## config.mk

```make
export PLATFORM = sky130hd
export DESIGN_NAME = disp_ram_autoinc
export DESIGN_NICKNAME = d
export VERILOG_FILES = /design/src/rtl/disp_ram_autoinc.sv
export SDC_FILE = /design/constraint.sdc
export NUM_CORES = 1
export LEC_CHECK = 0
export BUFFER_PORTS_ARGS = -buffer_cell sky130_fd_sc_hd__buf_4
export CAP_MARGIN = 0
export CORE_AREA = 2 2 247 249
export CTS_CLUSTER_DIAMETER = 50
export CTS_CLUSTER_SIZE = 14
export DETAILED_ROUTE_END_ITERATION = 8
export DIE_AREA = 0 0 249 251
export PLACE_DENSITY = 0.7
export SETUP_SLACK_MARGIN = 0.02
export SLEW_MARGIN = 20
export SYNTH_ARGS = -nofsm -noshare
export SYNTH_HDL_FRONTEND = slang
export SYNTH_SLANG_ARGS = --single-unit
```

## constraint.sdc

```tcl
create_clock -name clk -period 4.85 [get_ports clk]
set_clock_uncertainty 0.2 [all_clocks]
set_input_delay 0.97 -clock clk [delete_from_list [all_inputs] [get_ports clk]]
set_output_delay 0.97 -clock clk [all_outputs]
set_load 0.02 [all_outputs]
```

## src/rtl/disp_ram_autoinc.sv

```systemverilog
module disp_ram_autoinc #(
  parameter int COLS       = 10,
  parameter int ROWS       = 10,
  parameter int WIDE_XMAX  = 7,
  parameter int SHORT_ROWS = 8
) (
  input  logic       clk,
  input  logic       rst_n,
  input  logic       cmd_valid,
  input  logic [1:0] cmd,
  input  logic [7:0] din,
  input  logic       narrow,
  input  logic [1:0] duty,
  input  logic       row_major,
  output logic [7:0] dout,
  output logic       dout_valid
);
  localparam int DEPTH = COLS * ROWS;
  localparam int AW    = $clog2(DEPTH);
  localparam logic [3:0] XMAX_N = 4'(COLS - 1);
  localparam logic [3:0] XMAX_W = 4'(WIDE_XMAX);
  localparam logic [3:0] YMAX   = 4'(ROWS - 1);

  logic [3:0] x_q, y_q, x_d, y_d;
  logic [7:0] mem [DEPTH];

  wire [3:0] x_lim    = narrow ? XMAX_N : XMAX_W;
  wire [3:0] y_lim    = row_major ? YMAX : x_lim;
  wire [4:0] shown    = (duty == 2'b00) ? 5'(SHORT_ROWS) : 5'(ROWS);
  wire       access   = cmd_valid && cmd[1];
  wire       do_wr    = cmd_valid && (cmd == 2'b10);
  wire       do_rd    = cmd_valid && (cmd == 2'b11);
  wire [AW-1:0] addr  = AW'(x_q) * AW'(ROWS) + AW'(y_q);
  wire [7:0] wdata    = narrow ? {2'b00, din[5:0]} : din;
  wire [7:0] rraw     = mem[addr];
  wire [7:0] rdata    = narrow ? {2'b00, rraw[5:0]} : rraw;
  wire [3:0] x_step   = (x_q >= x_lim) ? 4'd0 : x_q + 4'd1;
  wire [3:0] y_step   = (y_q >= y_lim) ? 4'd0 : y_q + 4'd1;
  wire       x_wrap   = x_q >= x_lim;
  wire       y_wrap   = y_q >= y_lim;
  wire       hidden   = {1'b0, y_q} >= shown;
  wire [3:0] x_load   = (din[3:0] > x_lim) ? x_lim : din[3:0];
  wire [3:0] y_load   = (din[3:0] > y_lim) ? y_lim : din[3:0];

  always_comb begin
    x_d = x_q;
    y_d = y_q;
    if (cmd_valid && cmd == 2'b00) x_d = x_load;
    if (cmd_valid && cmd == 2'b01) y_d = y_load;
    if (access) begin
      if (row_major) begin
        y_d = y_step;
        if (y_wrap && !hidden) x_d = x_step;
      end else begin
        x_d = x_step;
        if (x_wrap) y_d = y_step;
      end
    end
  end

  always_ff @(posedge clk or negedge rst_n) begin
    if (!rst_n) begin
      x_q        <= '0;
      y_q        <= '0;
      dout       <= '0;
      dout_valid <= 1'b0;
    end else begin
      x_q        <= x_d;
      y_q        <= y_d;
      dout_valid <= do_rd;
      if (do_rd) dout <= rdata;
    end
  end

  always_ff @(posedge clk) begin
    if (do_wr) mem[addr] <= wdata;
  end
endmodule


```

==> results.tsv <==
stage	metric	value	unit
status	outcome	finished clean	
cts	worst-skew pair later-pin latency	610	ps
critical_path	Setup CP Type	register to register	
critical_path	Worst setup SP type	register	
critical_path	critical path required time	4890	ps
cts	clock root buffer master	clkbuf_16	
pwr	Clk pwr share	0.240	
pwr	Cell Int Power	15.9	mW
place	RePlAce Congestion	0.884	
cts	Setup Fix Bufs, Post-CTS	0	
drt	DR WL/cell	28.2	um
cts	TritonCTS clock tree	yes	
timing	Slew @ Worst Pin	1070	ps
pwr	Gate power share	0.435	
drt	Routed WL	70400	um
global_routing	number of global-route vias before repair	16400	
pwr	Max VDD drop	1080	uV
floorplanning	die area	62500	sq um
critical_path	Reg2Reg Setup Slack	520	ps
pwr	Power Dens Cells	682	nW/um^2
place	post-DP HPWL	42700	um
critical_path	worst path bufs/invs	1	
pwr	Total Power	24.8	mW
timing	Fmax	231	MHz
timing	Final period util	0.892	
worst_hold_path	Hold/Removal Path Class	primary input to asynchronous set/reset pin	
cts	post-cts resize count	0	
logic_synthesis	EDFF count, synth	800	
critical_path	CP dominant cell by count	ha_1	
critical_path	worst setup path startpoint	x_q[3]	
floorplanning	Die Y-Extent	251	um
global_routing	first-pass GRT wire length	106000	um
critical_path	CP max FO	8	
critical_path	Top delay family on crit path	simple AND/OR/NAND/NOR gates	
drt	routed vias	15700	
pwr	leakage	11.6	nW
cts	TritonCTS sink count	817	
pwr	Net Switching	8.94	mW
critical_path	CP Capture Type	register	
logic_synthesis	Mapped Area	32500	sq um
critical_path	R2R Path Start	x_q[3]	
final_layout	Area growth syn-to-layout	12.0	%
global_routing	total grt overflow	0	
timing	Final Hold Viols	0	
timing	setup_tns	0	ps
pwr	Sw Ratio	0.360	
place	DP Worst Slack	558	ps
logic_synthesis	top_reg_cell synth	edfxtp_1	
final_layout	most common cell after layout, fill and taps aside	edfxtp_1	
logic_synthesis	post-synth cell types	56	
logic_synthesis	Gate Count Post-Synth	1572	
floorplanning	Die Wd	249	um
drt	DRT antenna net count	0	
cts	clk buf depth	3	
cts	H-tree depth	3	
logic_synthesis	Post-synth ARST share	0.0208	
critical_path	CP max stage cell	nor2_1	
global_routing	pin count of the biggest net entering global routing	101	
place	IO Port Bufs	25	
timing	pins over their slew limit	0	
drt	DRC viols	0	
logic_synthesis	Synth Area per Inst	20.7	sq um
final_layout	share of layout cells above drive strength 1	0.263	
critical_path	worst r2r dst	mem[42][0]	
logic_synthesis	register bit count reported by yosys	817	
global_routing	initial antenna violation count	1	
critical_path	Cell Chain, Critical Path	ha_1 > ha_1 > inv_1 > fa_1 > a211oi_1 > xnor2_1 > and2_0 > nand3_1 > nor2_1	
critical_path	Worst path max stage delay	710	ps
pwr	Seq pwr share	0.325	
cts	Worst-path clk slew	60	ps
floorplanning	Starting Density	0.544	
drt	DR iter-0 viols	1835	
timing	setup violators final	0	
floorplanning	I/O pin count	26	
critical_path	CP arrival	4370	ps
critical_path	depth of the worst register-to-register path	9	
logic_synthesis	Post-Syn Nets	1613	
timing	setup ws final	523	ps
flow_run	max_cap viols	0	
floorplanning	# rows	90	
final_layout	most frequent cells in the layout	800 x edfxtp_1, 232 x mux4_2, 125 x nor2_1	
cts	number of hold buffers added after cts	0	
drt	Initial DRT Pass Iterations	5	
drt	vias per std cell	6.30	
timing	worst relative slew slack	0.284	
final_layout	layout net count	1718	
logic_synthesis	synth warn	0	
logic_synthesis	Seq/Total Area, Yosys	0.752	
cts	CTS Buf Count	77	
critical_path	Critical Path Sink	mem[42][0]	
critical_path	cell count along the critical path	9	
timing	Tmin final	4330	ps
timing	RSZ-0062 raised after global routing	no	
floorplanning	Core Area	59800	sq um
global_routing	GR Util All Layers	0.231	
per-stage QoR:
stage / area (sq um) / hold slack (ps) / instances / utilization
6_report: 36400 / 18.1 / 2500 / 0.609
5_1_grt: 36400 / 25.6 / 2499 / 0.609
4_1_cts: 36400 / 2.39 / 2499 / 0.609
3_5_place_dp: 34000 / 319 / 2380 / 0.568
3_3_place_gp: 34000 / 291 / 2380 / 0.568
2_1_floorplan: 32500 / 361 / 1572 / -
sequential cells by signal (all words and copies together) (netlist names):
| name | cells |
|---|---|
| mem | 800 |
| dout | 8 |
| x_q | 4 |
| y_q | 4 |
| dout_valid | 1 |
synthesized netlist by cell type, types with 4 or more instances:
| library cell | count | area, sq um |
|---|---|---|
| mux4_2 | 232 | 5230 |
| edfxtp_1 | 800 | 24000 |
| a211oi_1 | 4 | 30.0 |
| a21oi_1 | 12 | 60.1 |
| nor4_1 | 4 | 25.0 |
| a21o_1 | 11 | 82.6 |
| nor2b_1 | 17 | 106 |
| nor2_1 | 125 | 469 |
| dfrtp_1 | 17 | 425 |
| nand2_1 | 112 | 420 |
| a41oi_1 | 6 | 52.6 |
| buf_6 | 7 | 78.8 |
| nand2b_1 | 7 | 43.8 |
| inv_1 | 13 | 48.8 |
| clkbuf_1 | 36 | 135 |
| nor3_1 | 4 | 20.0 |
| buf_2 | 20 | 100 |
| a311oi_1 | 6 | 52.6 |
| o21ai_1 | 4 | 20.0 |
| nand3_1 | 21 | 105 |
| ha_1 | 22 | 275 |
| and2_1 | 5 | 31.3 |
| buf_4 | 10 | 75.1 |
| or3_1 | 8 | 50.1 |
| xnor2_1 | 4 | 35.0 |
| o22ai_1 | 22 | 138 |
kinds of logic (layout without fill, tap and decap cells):
group           count (synthesis)  count (layout)  share of synthesized area
compound gates                 88              88                     0.0192
simple gates                  314             314                     0.0414
xor+xnor                        7               7                    0.00254
fa+ha+maj                      24              24                    0.00970
mux                           235             235                      0.162
other cells                     0               1                          0
buf+inv                        87             232                     0.0136
flops                         817             817                      0.752
worst register-to-register path: stages (launching register included):
cell      delay [ps]
dfrtp_1          530
ha_1             300
ha_1             170
inv_1             80
fa_1             470
a211oi_1         300
xnor2_1          280
and2_0           470
nand3_1          430
nor2_1           710
how the worst min path moves through the flow:
stage,end,depth (start not counted)
2_1_floorplan,x_q[0],1
3_3_place_gp,dout[7],1
3_5_place_dp,dout[7],1
4_1_cts,dout[4],1
5_1_grt,dout[1],1
6_report,dout[6],1
area by class of cell:
type                            instances  area [sq um]
Timing Repair Buffer                  100           816
Sequential cell                       817         24500
Antenna cell                            1          2.50
Multi-Input combinational cell        668          7670
Inverter                               13          48.8
Clock buffer                           92          2050
Fill cell                            4035         23400
Tap cell                              782           978
Clock inverter                         27           392
layer usage:
| metal | global-route usage | vias to the layer above | routed length, um |
|---|---|---|---|
| met5 | 0 | - | 13 |
| met3 | 0.0382 | 130 | 5260 |
| li1 | - | 6675 | - |
| met1 | 0.331 | 8299 | 28700 |
| met4 | 0.0772 | 2 | 1850 |
| met2 | 0.370 | 638 | 34600 |
power groups by stage:
stage,sequential (mW),clock [mW],combinational (mW)
after floorplan,8.16,0,7.45
after detailed placement,8.22,0,10.8
final,8.07,5.95,10.8
after global placement,8.21,0,10.7
after CTS,8.07,6.03,10.8
after global routing,8.08,6.31,11.4
No activity file was read; power rests on OpenSTA's default activity.
